[config.mk]
export PLATFORM = sky130hd
export DESIGN_NAME = fp_single_packer
export DESIGN_NICKNAME = d
export VERILOG_FILES = /design/src/rtl/fsp_pkg.sv /design/src/rtl/fsp_rshift.sv /design/src/rtl/fsp_round.sv /design/src/rtl/fsp_ovf_sel.sv /design/src/rtl/fp_single_packer.sv
export SDC_FILE = /design/constraint.sdc
export NUM_CORES = 1
export LEC_CHECK = 0
export BUFFER_PORTS_ARGS = -buffer_cell sky130_fd_sc_hd__buf_2
export CORE_MARGIN = 2
export CORE_UTILIZATION = 55
export DETAILED_ROUTE_END_ITERATION = 8
export MAX_ROUTING_LAYER = met4
export PLACE_DENSITY = 0.77
export REMOVE_ABC_BUFFERS = 1
export SYNTH_ARGS = -nofsm -noshare
export SYNTH_HDL_FRONTEND = slang
export SYNTH_SLANG_ARGS = --single-unit
[constraint.sdc]
create_clock -name clk -period 1.35 [get_ports clk]
set_input_delay 0.0675 -clock clk [delete_from_list [all_inputs] [get_ports clk]]
set_output_delay 0.0675 -clock clk [all_outputs]
set_load 0.03 [all_outputs]
[src/rtl/fsp_pkg.sv]
package fsp_pkg;
  localparam int SGL_FRAC_W = 23;
  localparam int SGL_EXP_W  = 8;
  localparam int SGL_BIAS   = 127;
  localparam int SGL_EXP_MAX = (1 << SGL_EXP_W) - 1;

  typedef enum logic [2:0] {
    CLS_ZERO = 3'd0,
    CLS_NUM  = 3'd1,
    CLS_INF  = 3'd2,
    CLS_QNAN = 3'd3,
    CLS_SNAN = 3'd4
  } cls_e;

  typedef enum logic [1:0] {
    RND_NEAR = 2'd0,
    RND_ZERO = 2'd1,
    RND_UP   = 2'd2,
    RND_DOWN = 2'd3
  } rnd_e;
endpackage

[src/rtl/fsp_rshift.sv]
module fsp_rshift #(
  parameter int W     = 26,
  parameter int AMT_W = 5
) (
  input  logic [W-1:0]     din,
  input  logic [AMT_W-1:0] amt,
  output logic [W-1:0]     dout,
  output logic             lost
);
  logic [W-1:0] drop_mask;

  always_comb begin
    dout      = din >> amt;
    drop_mask = ~({W{1'b1}} << amt);
    lost      = |(din & drop_mask);
  end
endmodule

[src/rtl/fsp_round.sv]
module fsp_round import fsp_pkg::*; #(
  parameter int W = 24
) (
  input  logic [W-1:0] kept,
  input  logic         guard,
  input  logic         rs,
  input  logic         sign,
  input  logic [1:0]   mode,
  output logic [W:0]   sum,
  output logic         inexact
);
  logic bump;

  always_comb begin
    inexact = guard | rs;
    unique case (rnd_e'(mode))
      RND_NEAR: bump = guard & (rs | kept[0]);
      RND_ZERO: bump = 1'b0;
      RND_UP:   bump = inexact & ~sign;
      default:  bump = inexact & sign;
    endcase
    sum = {1'b0, kept} + {{W{1'b0}}, bump};
  end
endmodule

[src/rtl/fsp_ovf_sel.sv]
module fsp_ovf_sel import fsp_pkg::*; (
  input  logic       sign,
  input  logic [1:0] mode,
  output logic       to_inf
);
  always_comb begin
    unique case (rnd_e'(mode))
      RND_NEAR: to_inf = 1'b1;
      RND_ZERO: to_inf = 1'b0;
      RND_UP:   to_inf = ~sign;
      default:  to_inf = sign;
    endcase
  end
endmodule

[src/rtl/fp_single_packer.sv]
module fp_single_packer import fsp_pkg::*; #(
  parameter int EXP_W = 10
) (
  input  logic                    clk,
  input  logic                    rst_n,
  input  logic                    in_valid,
  input  logic [2:0]              in_class,
  input  logic                    in_sign,
  input  logic signed [EXP_W-1:0] in_exp,
  input  logic [26:0]             in_mant,
  input  logic [1:0]              rnd_mode,
  input  logic                    unf_trap_en,
  output logic                    out_valid,
  output logic [31:0]             out_word,
  output logic                    flag_ovf,
  output logic                    flag_unf,
  output logic                    flag_inx
);
  localparam int SIG_W  = SGL_FRAC_W + 1;
  localparam int MANT_W = SIG_W + 3;
  localparam int SH_W   = MANT_W - 1;
  localparam int AMT_W  = $clog2(SH_W + 1);
  localparam int BEXP_W = EXP_W + 2;

  // biased exponent and path select
  logic signed [BEXP_W-1:0] bexp;
  logic signed [BEXP_W-1:0] exp_n;
  logic [BEXP_W-1:0]        sh_raw;
  logic [AMT_W-1:0]         sh_amt;
  logic                     is_sub;

  always_comb begin
    bexp   = {{2{in_exp[EXP_W-1]}}, in_exp} + BEXP_W'(SGL_BIAS);
    is_sub = bexp[BEXP_W-1] | (bexp == '0);
    sh_raw = BEXP_W'(1) - bexp;
    sh_amt = (sh_raw >= BEXP_W'(SH_W)) ? AMT_W'(SH_W) : sh_raw[AMT_W-1:0];
  end

  // denormalising shift, sticky collected
  logic [SH_W-1:0] sh_out;
  logic            sh_lost;

  fsp_rshift #(.W(SH_W), .AMT_W(AMT_W)) u_shift (
    .din  (in_mant[MANT_W-1:1]),
    .amt  (sh_amt),
    .dout (sh_out),
    .lost (sh_lost)
  );

  // one shared rounder for both paths
  logic [SIG_W-1:0] r_kept;
  logic             r_guard, r_rs;
  logic [SIG_W:0]   r_sum;
  logic             r_inx;

  always_comb begin
    if (is_sub) begin
      r_kept  = sh_out[SH_W-1:2];
      r_guard = sh_out[1];
      r_rs    = sh_out[0] | sh_lost | in_mant[0];
    end else begin
      r_kept  = in_mant[MANT_W-1:3];
      r_guard = in_mant[2];
      r_rs    = in_mant[1] | in_mant[0];
    end
  end

  fsp_round #(.W(SIG_W)) u_round (
    .kept    (r_kept),
    .guard   (r_guard),
    .rs      (r_rs),
    .sign    (in_sign),
    .mode    (rnd_mode),
    .sum     (r_sum),
    .inexact (r_inx)
  );

  logic ovf_inf;

  fsp_ovf_sel u_ovf (
    .sign   (in_sign),
    .mode   (rnd_mode),
    .to_inf (ovf_inf)
  );

  // next-state packing
  logic [31:0] word_d;
  logic        ovf_d, unf_d, inx_d;
  logic        ovf_hit;

  always_comb begin
    exp_n   = bexp + BEXP_W'(r_sum[SIG_W]);
    ovf_hit = exp_n >= $signed(BEXP_W'(SGL_EXP_MAX));
    word_d  = {in_sign, 31'd0};
    ovf_d   = 1'b0;
    unf_d   = 1'b0;
    inx_d   = 1'b0;
    unique case (in_class)
      CLS_INF: word_d = {in_sign, {SGL_EXP_W{1'b1}}, {SGL_FRAC_W{1'b0}}};
      CLS_QNAN, CLS_SNAN:
        word_d = {in_sign, {SGL_EXP_W{1'b1}}, 1'b1, in_mant[MANT_W-3:3]};
      CLS_NUM: begin
        inx_d = r_inx;
        if (is_sub) begin
          word_d = {in_sign, {(SGL_EXP_W-1){1'b0}}, r_sum[SIG_W-1], r_sum[SGL_FRAC_W-1:0]};
          unf_d  = ~r_sum[SIG_W-1] & (r_inx | unf_trap_en);
        end else if (ovf_hit) begin
          inx_d = 1'b1;
          ovf_d = ovf_inf;
          word_d = ovf_inf ? {in_sign, {SGL_EXP_W{1'b1}}, {SGL_FRAC_W{1'b0}}}
                           : {in_sign, SGL_EXP_W'(SGL_EXP_MAX - 1), {SGL_FRAC_W{1'b1}}};
        end else begin
          word_d = {in_sign, exp_n[SGL_EXP_W-1:0], r_sum[SGL_FRAC_W-1:0]};
        end
      end
      default: word_d = {in_sign, 31'd0};
    endcase
  end

  // registers
  always_ff @(posedge clk or negedge rst_n) begin
    if (!rst_n) begin
      out_valid <= 1'b0;
      out_word  <= '0;
      flag_ovf  <= 1'b0;
      flag_unf  <= 1'b0;
      flag_inx  <= 1'b0;
    end else begin
      out_valid <= in_valid;
      if (in_valid) begin
        out_word <= word_d;
        flag_ovf <= ovf_d;
        flag_unf <= unf_d;
        flag_inx <= inx_d;
      end
    end
  end

  a_r2_valid_follows: assert property (@(posedge clk) disable iff (!rst_n)
    in_valid |=> out_valid);
  a_r2_idle_no_valid: assert property (@(posedge clk) disable iff (!rst_n)
    !in_valid |=> !out_valid);
  a_r2_hold_word: assert property (@(posedge clk) disable iff (!rst_n)
    !in_valid |=> $stable(out_word) && $stable(flag_unf));
  a_r7_ovf_is_inf: assert property (@(posedge clk) disable iff (!rst_n)
    flag_ovf |-> out_word[30:0] == 31'h7F80_0000);
  a_r10_unf_exp_zero: assert property (@(posedge clk) disable iff (!rst_n)
    flag_unf |-> out_word[30:23] == 8'd0);
  a_r4_nan_quiet: assert property (@(posedge clk) disable iff (!rst_n)
    (out_word[30:23] == 8'hFF && out_word[22:0] != 23'd0) |-> out_word[22]);
endmodule

==> metrics.json, run 1 <==
{
  "global_route": {
    "grt_usage": 0.7587,
    "vias_in_the_first_global_route": 11150,
    "grt_overflow": 12,
    "maximum_number_of_pins_on_one_net_before_global_route_repair": 44,
    "first_pass_grt_wire_length_um": 63860
  },
  "die": {
    "io_pins": 83,
    "std_cell_rows": 37,
    "die_h_um": 105.9,
    "start_util": 0.5602,
    "dieWidth_um": 105.9
  },
  "placed_design": {
    "globalplace.congestion": 1.249,
    "placement.io_buffers": 82,
    "dp_hpwl_um": 21590
  },
  "status": {
    "error_message": "[ERROR GRT-0116] Global routing finished with congestion. Check the congestion regions in the DRC Viewer.",
    "last-stage-reached": "global routing (5_1_grt)",
    "run_status": "stopped before the end"
  },
  "clocking": {
    "cts_inserted_buffers": 5,
    "cts.sinks": 36,
    "clock_root_buffer": "sky130_fd_sc_hd__clkbuf_8",
    "cts_htree_levels": 2,
    "cts_buffer_depth": 2
  },
  "yosys": {
    "synth_largest_type_area_fraction": 0.1579,
    "synth_area_leader": "sky130_fd_sc_hd__dfrtp_1",
    "multiplexer_share_of_the_synthesized_area": 0.07434,
    "register_bit_total_from_synthesis": 36,
    "synth_seq_area_share": 0.1579,
    "synth_cell_type_count": 89,
    "synth_async_sr_flop_share": 1.000,
    "yosys.area_share.simple": 0.2768,
    "synthAdderAreaFrac": 0.02149,
    "synth.top_cells.by_area": "sky130_fd_sc_hd__dfrtp_1 16%, sky130_fd_sc_hd__a21oi_1 6.8%, sky130_fd_sc_hd__nand2_1 5.9%",
    "post_synth_xor_area_fraction": 0.04539,
    "post_synth_instance_area_um2": 5705,
    "synth_edf_count": 0,
    "synth.yosys.warnings": 0,
    "largest_family_of_logic_cells_by_synthesized_area": "compound AO/OA/AOI/OAI gates",
    "post_synth.cell_area_avg_um2": 7.150,
    "synthesis.instances": 798,
    "synth_compound_area_frac": 0.3625,
    "synth-main-ff-cell": "sky130_fd_sc_hd__dfrtp_1"
  }
}
## kinds of logic after synthesis
family,count (synthesis)
AO/OA/AOI/OAI,289
XOR/XNOR,28
adder cells (fa/ha/maj),10
buffers and inverters,88
flip-flops,36
multiplexers,37
AND/OR/NAND/NOR,310
## metal layers
| layer | GRT usage | GRT overflow |
|---|---|---|
| met1 | 0.7628 | 0 |
| met2 | 0.9028 | 5 |
| met3 | 0.5826 | 0 |
| met4 | 0.7227 | 7 |
| met5 | - | - |
## Yosys cell counts, types with 10 or more instances
cell                        instances
sky130_fd_sc_hd__nand2_1           90
sky130_fd_sc_hd__buf_2             11
sky130_fd_sc_hd__clkbuf_1          50
sky130_fd_sc_hd__nand2b_1          10
sky130_fd_sc_hd__xor2_1            13
sky130_fd_sc_hd__nor2_1            64
sky130_fd_sc_hd__a22oi_1           16
sky130_fd_sc_hd__o22ai_1           14
sky130_fd_sc_hd__xnor2_1           14
sky130_fd_sc_hd__inv_1             20
sky130_fd_sc_hd__nor2b_1           10
sky130_fd_sc_hd__o31ai_1           11
sky130_fd_sc_hd__mux2_2            13
sky130_fd_sc_hd__mux2i_1           21
sky130_fd_sc_hd__o21ai_0           33
sky130_fd_sc_hd__a2bb2oi_1         14
sky130_fd_sc_hd__dfrtp_1           36
sky130_fd_sc_hd__nand4_1           11
sky130_fd_sc_hd__nor4_1            14
sky130_fd_sc_hd__o211ai_1          15
sky130_fd_sc_hd__nor3_1            24
sky130_fd_sc_hd__a21oi_1           78
sky130_fd_sc_hd__nand3_1           29
## per-stage QoR
| step | worst slack (ns) | utilization | area, um^2 | cells |
|---|---|---|---|---|
| after CTS | -5.317 | 0.8822 | 8985 | 1276 |
| after floorplan | -8.040 | - | 5429 | 730 |
| after detailed placement | -6.691 | 0.8140 | 8290 | 1247 |
| after global placement | -6.098 | 0.8140 | 8290 | 1247 |
## repair_timing
action	4_1_cts
buffers inserted	20
setup endpoints to repair	34
gates resized for setup	94
hold endpoints to repair	36
cloned	1
hold buffers	1
pin swaps	37
==> run 2, diff against run 1 <==
Settings changed: CORE_UTILIZATION 55 to 40, MAX_ROUTING_LAYER met4 to not set, PLACE_DENSITY 0.77 to not set, PLACE_DENSITY_LB_ADDON set to 0.15.
==> run 2 against run 1 <==
  * The flow now finishes, with violations (negative setup slack)
  * Area after synthesis is the same
  * Synthesized cell count is the same
==> metrics.json, run 2 <==
{
  "yosys": {
    "synth_cell_type_count": 89,
    "synth_async_sr_flop_share": 1.000,
    "synth_area_leader": "sky130_fd_sc_hd__dfrtp_1",
    "synth_top_cells_by_count": "90 x sky130_fd_sc_hd__nand2_1, 78 x sky130_fd_sc_hd__a21oi_1, 64 x sky130_fd_sc_hd__nor2_1",
    "count_leader_synth": "sky130_fd_sc_hd__nand2_1",
    "synth.top_cells.by_area": "sky130_fd_sc_hd__dfrtp_1 16%, sky130_fd_sc_hd__a21oi_1 6.8%, sky130_fd_sc_hd__nand2_1 5.9%",
    "synth-main-ff-cell": "sky130_fd_sc_hd__dfrtp_1",
    "synth_seq_area_share": 0.1579,
    "register_bit_total_from_synthesis": 36,
    "synthesis.instances": 798,
    "post_synth.cell_area_avg_um2": 7.150,
    "synth_edf_count": 0,
    "synth_largest_type_area_fraction": 0.1579,
    "synth.yosys.warnings": 0,
    "post_synth_instance_area_um2": 5705
  },
  "global_route": {
    "grt_overflow": 0,
    "antenna_found_initial": 0,
    "first_pass_grt_wire_length_um": 47580,
    "grt_usage": 0.4077,
    "vias_in_the_first_global_route": 8638,
    "maximum_number_of_pins_on_one_net_before_global_route_repair": 44
  },
  "finish": {
    "regMostFlops": "out_word",
    "areaGrowthSynthToFinish_pct": 78.92,
    "layout.cells.most_common_list": "323 x sky130_fd_sc_hd__buf_4, 83 x sky130_fd_sc_hd__nand2_1, 80 x sky130_fd_sc_hd__buf_2",
    "nets": 1238,
    "finish.utilization": 0.7354,
    "finalInstanceArea_um2": 10210,
    "antenna_cells": 0,
    "most_common_library_cell_in_the_layout_ignoring_fill_and_taps": "sky130_fd_sc_hd__buf_4",
    "largest_reg_flops": 32,
    "post_route_cells_drive_above_1_share": 0.5258
  },
  "sta": {
    "rsz0062_at_grt": "true",
    "hold_ws_ns": 0.02396,
    "worstMarginPinSlew_ns": 0.8048,
    "slew_viol_final": 0,
    "timing.setup.tns_ns": -181.26,
    "final-setup-viol-count": 34,
    "report.final.hold_viol_count": 0,
    "timing.clock.skew_ns": 0,
    "final.setup.worst_slack_ns": -5.535,
    "final_period_minus_worst_setup_slack_ns": 6.885,
    "max_freq_mhz": 145.2,
    "max-slew-margin-rel": 0.4598,
    "layout_worst_path_cycle_share": 5.100
  },
  "clocking": {
    "cts_tree": "built",
    "cts_inserted_buffers": 5,
    "cts.sinks": 36,
    "clk_latency_ns": 0.29,
    "cts_buffer_depth": 2,
    "cts.clk_slew.worst_paths_ns": 0.06,
    "clock_root_buffer": "sky130_fd_sc_hd__clkbuf_16",
    "cts_htree_levels": 2
  },
  "critical_path": {
    "critical_path.max_stage_delay_ns": 0.54,
    "critical_path_class": "in -> reg",
    "worst_setup_path_start_kind": "primary input",
    "crit_required_ns": 1.51,
    "critical_path.endpoint_type": "flop",
    "timing.critical_path.slowest_stage_cell": "sky130_fd_sc_hd__or4_4",
    "cp_max_fo": 6,
    "worst-endpoint-arrival_ns": 7.05
  },
  "power_and_ir_drop": {
    "vdd_ir_drop_max_v": 0.0006521,
    "static_leak_uw": 0.004494,
    "power_per_cell_area_nw_per_um2": 591.2
  },
  "route": {
    "met3_length_um": 3360,
    "route.vias.total": 8859,
    "top_layer_used": "met4",
    "drt_drc_violations_left": 0,
    "routed-wl-met2_um": 14890,
    "met1_length_um": 12110,
    "detailedRoute.firstIterationViolations": 1047,
    "avgViaCountPerCell": 6.500,
    "wire_per_inst_um": 23.86,
    "total_routed_length_um": 32530,
    "dr.pass1.iters": 7,
    "ant_nets": 0
  },
  "run": {
    "maxCapViolations": 0
  },
  "die": {
    "die_area_um2": 15240,
    "std_cell_rows": 43,
    "dieWidth_um": 123.4,
    "start_util": 0.4110,
    "die_h_um": 123.4,
    "floorplan.core_area_um2": 13880,
    "io_pins": 83
  },
  "placed_design": {
    "dp_hpwl_um": 23220,
    "post_dp_cell_area_um2": 8401,
    "placement.io_buffers": 82,
    "globalplace.congestion": 1.060
  },
  "status": {
    "run_status": "finished, violations left",
    "violations": "negative setup slack"
  },
  "hold_path": {
    "hold_class": "in -> reg"
  }
}
run 2: cell counts after synthesis:
No cell type changed its count.
run 2: where the power goes:
group	internal [uW]	switching [uW]	leakage (uW)
Combinational	1550	2040	0.00395
Clock	737	498	0.0000701
Sequential	1160	47.5	0.000478
run 2: final timing paths:
path | startpoint | endpoint | slack, ns | cells after the start
worst max-delay path | in_exp[1] | out_word[4]$_DFFE_PN0P_ | -5.54 | 34
worst min register to register | flag_ovf$_DFFE_PN0P_ | flag_ovf$_DFFE_PN0P_ | 0.49 | 1
max in group asynchronous | rst_n | out_word[14]$_DFFE_PN0P_ | 0.62 | 3
worst min-delay path | in_valid | out_valid$_DFF_PN0_ | 0.02 | 2
worst max register to register | out_word[12]$_DFFE_PN0P_ | out_word[12]$_DFFE_PN0P_ | 0.10 | 4
min in group asynchronous | rst_n | out_word[24]$_DFFE_PN0P_ | 0.37 | 3
run 2: logic make-up (layout without fill, tap and decap cells):
family,count (synthesis),count (layout),share of synthesized area
fa+ha+maj,10,10,0.02149
mux,37,37,0.07434
compound gates,289,289,0.3625
flops,36,36,0.1579
buf+inv,88,473,0.06162
xor+xnor,28,28,0.04540
simple gates,310,310,0.2768
run 2: layer usage:
layer / up-vias / GRT usage
met1: 4241 / 0.4985
li1: 3827 / -
met5: - / 0
met2: 623 / 0.6707
met4: 0 / 0.2124
met3: 168 / 0.08672
run 2: per-stage QoR:
step / worst slack, ns / std cells / power (uW)
floorplan: -8.040 / 730 / 2586
global placement: -6.475 / 1295 / 4068
detailed placement: -6.847 / 1295 / 4123
CTS: -5.289 / 1349 / 5641
global route: -5.773 / 1363 / 6256
finish: -5.535 / 1363 / 6035
run 2: cell type report:
type	instances	area [um^2]
Clock inverter	1	7.507
Clock buffer	7	142.6
Sequential cell	36	900.9
Timing Repair Buffer	445	3471
Tap cell	180	225.2
Fill cell	1028	3672
Inverter	20	80.08
Multi-Input combinational cell	674	5381
run 2: critical path: cells and delay by family:
kind	cells	cell delay [ns]
compound gates	10	1.80
fa+ha+maj	2	0.32
buf+inv	10	1.46
mux	1	0.31
simple gates	11	3.07
run 2: timing repair:
action,CTS,global route
hold buffers,1,0
pin swaps,35,48
endpoints found under the hold margin,36,0
buffers inserted,44,18
gates resized for setup,129,110
setup endpoints to repair,34,34
cloned,1,3
(Power assumes the default switching activity.)
==> run 3, diff against run 2 <==
Settings changed: PLACE_DENSITY_LB_ADDON 0.15 to 0.2.
==> run 3 against run 2 <==
  * The flow still finishes with violations (negative setup slack)
  * Critical path type unchanged
  * Global-route usage down 0.78 points
  * Sequential share of layout area increased by 0.43 points
  * Combinational power shrank 5%
  * Clock skew unchanged
  * Non-clock buffer count fell by 6
  * Register-to-register slack worse by 0.05 ns
  * Via count fell by 2.6%
  * Sequential cell count unchanged
  * Worst setup slack improved by 0.029 ns
==> metrics.json, run 3 (synthesis gave the netlist of run 2 again) <==
{
  "route": {
    "wire_per_inst_um": 23.19,
    "total_routed_length_um": 31460,
    "dr.pass1.iters": 7,
    "detailedRoute.firstIterationViolations": 1121,
    "drt_drc_violations_left": 0,
    "avgViaCountPerCell": 6.359,
    "ant_nets": 0,
    "route.vias.total": 8629
  },
  "sta": {
    "report.final.hold_viol_count": 0,
    "final_period_minus_worst_setup_slack_ns": 6.856,
    "max_freq_mhz": 145.9,
    "worstMarginPinSlew_ns": 0.6086,
    "final-setup-viol-count": 34,
    "timing.clock.skew_ns": 0,
    "rsz0062_at_grt": "true",
    "hold_ws_ns": 0.04731,
    "layout_worst_path_cycle_share": 5.079,
    "max-slew-margin-rel": 0.5943,
    "timing.setup.tns_ns": -181.04,
    "slew_viol_final": 0,
    "final.setup.worst_slack_ns": -5.506
  },
  "critical_path": {
    "worst-endpoint-arrival_ns": 7.03,
    "worst_setup_path_start_kind": "primary input",
    "path_delay_family": "compound AO/OA/AOI/OAI gates",
    "regToRegSetupSlack_ns": 0.05,
    "timing.critical_path.slowest_stage_cell": "sky130_fd_sc_hd__or3_4",
    "ff2ff_path_depth": 4,
    "critical_path.max_stage_delay_ns": 0.42,
    "rr_endpoint": "out_word[13]$_DFFE_PN0P_",
    "critical_path.endpoint_type": "flop",
    "cp_max_fo": 5,
    "r2r-start": "out_word[13]$_DFFE_PN0P_",
    "crit_top_cell": "sky130_fd_sc_hd__buf_4",
    "critical_path.n_buffers_inverters": 8,
    "critical_path_class": "in -> reg",
    "crit_required_ns": 1.52
  },
  "status": {
    "violations": "negative setup slack",
    "run_status": "finished, violations left"
  },
  "hold_path": {
    "worst_hold_path.num_cells": 2,
    "hold_path_end": "out_valid$_DFF_PN0_",
    "hold_class": "in -> reg",
    "hold_start": "in_valid"
  },
  "run": {
    "maxCapViolations": 0
  },
  "power_and_ir_drop": {
    "static_leak_uw": 0.004333,
    "power_per_cell_area_nw_per_um2": 600.0,
    "vdd_ir_drop_max_v": 0.0004962
  },
  "die": {
    "floorplan.core_area_um2": 13880,
    "die_h_um": 123.4,
    "std_cell_rows": 43,
    "die_area_um2": 15240,
    "io_pins": 83,
    "start_util": 0.4110,
    "dieWidth_um": 123.4
  },
  "clocking": {
    "clock_root_buffer": "sky130_fd_sc_hd__clkbuf_16",
    "clk_latency_ns": 0.29,
    "cts.sinks": 36,
    "cts_buffer_depth": 2,
    "cts.clk_slew.worst_paths_ns": 0.06,
    "cts_htree_levels": 2,
    "cts_inserted_buffers": 5,
    "cts_tree": "built"
  },
  "placed_design": {
    "globalplace.congestion": 1.077,
    "placement.io_buffers": 82,
    "dp_hpwl_um": 23500,
    "post-place-cells": 1305,
    "post-place-ws_ns": -6.877
  },
  "finish": {
    "finish.utilization": 0.7014,
    "antenna_cells": 0,
    "layout.cells.non_filler": 1357,
    "areaGrowthSynthToFinish_pct": 70.64,
    "post_route_cells_drive_above_1_share": 0.4877,
    "regMostFlops": "out_word",
    "most_common_library_cell_in_the_layout_ignoring_fill_and_taps": "sky130_fd_sc_hd__buf_4",
    "layout.cells.most_common_list": "333 x sky130_fd_sc_hd__buf_4, 84 x sky130_fd_sc_hd__nand2_1, 78 x sky130_fd_sc_hd__buf_2",
    "nets": 1232,
    "largest_reg_flops": 32
  },
  "global_route": {
    "vias_in_the_first_global_route": 8328,
    "grt_usage": 0.3999,
    "grt_overflow": 0,
    "maximum_number_of_pins_on_one_net_before_global_route_repair": 42,
    "first_pass_grt_wire_length_um": 46400,
    "antenna_found_initial": 0
  }
}
==> run 3: cell types whose count changed in the layout (fill, tap and decap cells not counted), sizes merged <==
cell    change
clkbuf      -3
buf         -3
==> run 3: how the worst max path moves through the flow <==
stage | startpoint | to | slack (ns) | depth (start not counted)
after floorplan | in_exp[0] | out_word[19]$_DFFE_PN0P_ | -8.04 | 35
after global placement | in_exp[0] | out_word[23]$_DFFE_PN0P_ | -6.46 | 35
after detailed placement | in_exp[0] | out_word[19]$_DFFE_PN0P_ | -6.88 | 35
after CTS | in_exp[1] | out_word[22]$_DFFE_PN0P_ | -5.36 | 37
after global routing | in_exp[1] | out_word[23]$_DFFE_PN0P_ | -5.77 | 39
final | in_exp[1] | out_word[23]$_DFFE_PN0P_ | -5.51 | 36
==> run 3: per-layer routing <==
layer | vias to the layer above | GRT usage | share of wire
li1 | 3828 | - | -
met1 | 4077 | 0.5053 | 0.39
met2 | 577 | 0.6411 | 0.45
met3 | 147 | 0.06873 | 0.098
met4 | 0 | 0.2266 | 0.065
met5 | - | 0 | 0
==> run 3: cell type report <==
cell class / instances / area (um^2)
Multi-Input combinational cell: 674 / 5105
Fill cell: 1113 / 4145
Timing Repair Buffer: 439 / 3277
Sequential cell: 36 / 900.9
Tap cell: 180 / 225.2
Clock buffer: 7 / 142.6
Inverter: 20 / 77.57
Clock inverter: 1 / 7.507
==> run 3: power breakdown <==
| part | internal, uW | leakage (uW) | switching (uW) | total, uW |
|---|---|---|---|---|
| logic | 1460 | 0.00379 | 1940 | 3400 |
| registers | 1160 | 0.000478 | 48.2 | 1210 |
| clock network | 736 | 0.0000701 | 494 | 1230 |
| total | 3360 | 0.00433 | 2480 | 5840 |
==> run 3: stage by stage <==
step	power [uW]	cell area [um^2]
CTS	5624	9409
global route	6067	9736
global placement	4147	8488
finish	5841	9736
floorplan	2586	5429
detailed placement	4172	8488
==> run 3: timing repair <==
item,CTS,global route
hold buffers,1,0
pin swaps,53,42
hold endpoints to repair,20,0
gates cloned,1,0
setup buffers,30,17
resized for setup,116,42
setup endpoints to repair,34,34
==> run 4, diff against run 3 <==
Settings changed: ABC_AREA set to 1.
Clock period 1.35 ns to 6.3 ns, I/O delays scaled along.
==> run 4 against run 3 <==
  * The flow still finishes with violations (negative setup slack)
  * Count of clock-buffer cells in the layout down 2
  * Worst hold slack better by 0.053 ns
  * Via count down 9.4%
  * Sequential cell count unchanged
  * Synthesized cell count up 21%
  * Clock power down 80%
  * Largest power group unchanged
==> metrics.json, run 4 <==
{
  "finish": {
    "multi_input_comb_area_um2": 4415,
    "nets": 1311,
    "antenna_cells": 0,
    "regMostFlops": "out_word",
    "layout.cells.non_filler": 1432,
    "most_common_library_cell_in_the_layout_ignoring_fill_and_taps": "sky130_fd_sc_hd__nand2_1",
    "largest_reg_flops": 32,
    "areaGrowthSynthToFinish_pct": 59.53,
    "layout.cells.most_common_list": "311 x sky130_fd_sc_hd__nand2_1, 216 x sky130_fd_sc_hd__buf_4, 135 x sky130_fd_sc_hd__nand3_1",
    "post_route_cells_drive_above_1_share": 0.4100,
    "nFillCells": 1214,
    "seqCellArea_um2": 900.9
  },
  "clocking": {
    "cts_tree": "built",
    "clk_latency_ns": 0.29,
    "cts_inserted_buffers": 5,
    "cts.clk_slew.worst_paths_ns": 0.06,
    "cts_htree_levels": 2,
    "clock_root_buffer": "sky130_fd_sc_hd__clkbuf_16",
    "cts.sinks": 36,
    "hold_buffers": 0,
    "cts_buffer_depth": 2
  },
  "yosys": {
    "post_synth_instance_area_um2": 5324,
    "synth.top_cells.by_area": "sky130_fd_sc_hd__nand2_1 24%, sky130_fd_sc_hd__dfrtp_1 17%, sky130_fd_sc_hd__nand3_1 15%",
    "synth-main-ff-cell": "sky130_fd_sc_hd__dfrtp_1",
    "synthesis.instances": 964,
    "synth_largest_type_area_fraction": 0.2383,
    "synth_area_leader": "sky130_fd_sc_hd__nand2_1",
    "register_bit_total_from_synthesis": 36,
    "count_leader_synth": "sky130_fd_sc_hd__nand2_1",
    "synth_async_sr_flop_share": 1.000,
    "synth_top_cells_by_count": "338 x sky130_fd_sc_hd__nand2_1, 163 x sky130_fd_sc_hd__nand3_1, 86 x sky130_fd_sc_hd__inv_1",
    "synth.yosys.warnings": 0,
    "post_synth.cell_area_avg_um2": 5.523,
    "synth_seq_area_share": 0.1692,
    "synth_cell_type_count": 46,
    "synth_edf_count": 0
  },
  "critical_path": {
    "rr_endpoint": "out_word[24]$_DFFE_PN0P_",
    "worst_setup_path_start_kind": "primary input",
    "regToRegSetupSlack_ns": 5.57,
    "timing.critical_path.slowest_stage_cell": "sky130_fd_sc_hd__ha_2",
    "critical_path.endpoint_type": "flop",
    "crit_top_cell": "sky130_fd_sc_hd__buf_4",
    "crit_required_ns": 6.42,
    "worst-endpoint-arrival_ns": 6.77,
    "r2r-start": "out_word[24]$_DFFE_PN0P_",
    "cp_max_fo": 9,
    "critical_path_class": "in -> reg",
    "ff2ff_path_depth": 2,
    "critical_path.max_stage_delay_ns": 0.26
  },
  "sta": {
    "max_freq_mhz": 150.4,
    "worstMarginPinSlew_ns": 1.169,
    "timing.clock.skew_ns": 0,
    "hold_ws_ns": 0.09985,
    "layout_worst_path_cycle_share": 1.056,
    "max-slew-margin-rel": 0.2201,
    "report.final.hold_viol_count": 0,
    "slew_viol_final": 0,
    "final.setup.worst_slack_ns": -0.3502,
    "rsz0062_at_grt": "true",
    "final_period_minus_worst_setup_slack_ns": 6.650,
    "timing.setup.tns_ns": -7.470,
    "final-setup-viol-count": 32
  },
  "die": {
    "io_pins": 83,
    "dieWidth_um": 119.4,
    "std_cell_rows": 42,
    "die_area_um2": 14250,
    "floorplan.core_area_um2": 13140,
    "die_h_um": 119.4,
    "start_util": 0.4052
  },
  "hold_path": {
    "hold_class": "in -> async"
  },
  "route": {
    "drt_drc_violations_left": 0,
    "wire_per_inst_um": 17.05,
    "total_routed_length_um": 24420,
    "dr.pass1.iters": 5,
    "ant_nets": 0,
    "avgViaCountPerCell": 5.457,
    "detailedRoute.firstIterationViolations": 760,
    "route.vias.total": 7814
  },
  "power_and_ir_drop": {
    "p_total_uw": 1160,
    "static_leak_uw": 0.004410,
    "power_per_cell_area_nw_per_um2": 136.6,
    "vdd_ir_drop_max_v": 0.00008392
  },
  "run": {
    "maxCapViolations": 0
  },
  "placed_design": {
    "dp_hpwl_um": 17020,
    "globalplace.congestion": 1.037,
    "post-place-cells": 1343,
    "placement.io_buffers": 82,
    "post-place-ws_ns": -0.8272
  },
  "global_route": {
    "antenna_found_initial": 0,
    "grt_usage": 0.3205,
    "first_pass_grt_wire_length_um": 36310,
    "vias_in_the_first_global_route": 7175,
    "grt_overflow": 0,
    "maximum_number_of_pins_on_one_net_before_global_route_repair": 40
  },
  "status": {
    "run_status": "finished, violations left",
    "violations": "negative setup slack"
  }
}
==> run 4: changes by cell type after synthesis, sizes merged, moves of 13 or more <==
cell,previous run,this run
a22oi,16,2
nor3,24,11
nor4,16,1
a2bb2oi,14,0
nand2,91,370
nor2,64,81
mux2,13,0
clkbuf,50,13
a21oi,79,29
o211ai,17,1
nand3,29,168
inv,20,100
mux2i,21,0
o21ai,36,66
==> run 4: area by class of cell <==
type                       instances  share of cell area
multi-input combinational        789              0.5199
clock inverter                     3            0.002210
inverter                         106             0.04950
tap                              176             0.02593
sequential                        36              0.1061
timing repair buffer             317              0.2817
clock buffer                       5             0.01473
==> run 4: metal layers <==
layer	GRT usage	wire length (um)	vias up
met1	0.4262	9988	3574
met2	0.5302	11280	411
met4	0.1426	1259	0
met5	0	0	-
met3	0.02682	1892	100
li1	-	-	3729
==> run 4: how the worst max path moves through the flow <==
stage / start / end / depth (start not counted)
6_report: in_exp[0] / out_word[2]$_DFFE_PN0P_ / 54
5_1_grt: in_exp[0] / out_word[2]$_DFFE_PN0P_ / 49
4_1_cts: in_exp[0] / out_word[9]$_DFFE_PN0P_ / 54
3_5_place_dp: in_exp[0] / out_word[7]$_DFFE_PN0P_ / 51
3_3_place_gp: in_exp[0] / out_word[7]$_DFFE_PN0P_ / 53
2_1_floorplan: in_exp[0] / out_word[2]$_DFFE_PN0P_ / 46
==> run 4: cells by family after synthesis <==
family          synth area share
buf+inv                   0.1145
flops                     0.1692
fa+ha+maj                0.02115
xor+xnor                 0.02914
simple gates              0.5556
compound gates            0.1105
==> run 4: what timing repair did <==
action | CTS | global route
pin swaps | 31 | 54
buffers inserted | 66 | 10
endpoints found under the setup margin | 33 | 33
endpoints found under the hold margin | 0 | 0
resized for setup | 58 | 137
gates cloned | 3 | 3
==> run 4: metrics by stage <==
step,util,cell area (um^2)
2_1_floorplan,-,5114
3_3_place_gp,0.5296,6958
3_5_place_dp,0.5296,6958
4_1_cts,0.6004,7888
5_1_grt,0.6465,8493
6_report,0.6465,8493
==> run 4: worst max-delay path: cells and delay by family <==
family	cells	cell delay, ns
AO/OA/AOI/OAI	4	0.46
XOR/XNOR	2	0.33
adder cells (fa/ha/maj)	3	0.58
buffers and inverters	17	1.90
AND/OR/NAND/NOR	28	3.15
==> run 4: power by group <==
group          switching (uW)  internal (uW)
combinational             381            269
sequential               10.6            254
clock                    99.4            146
total                     491            669
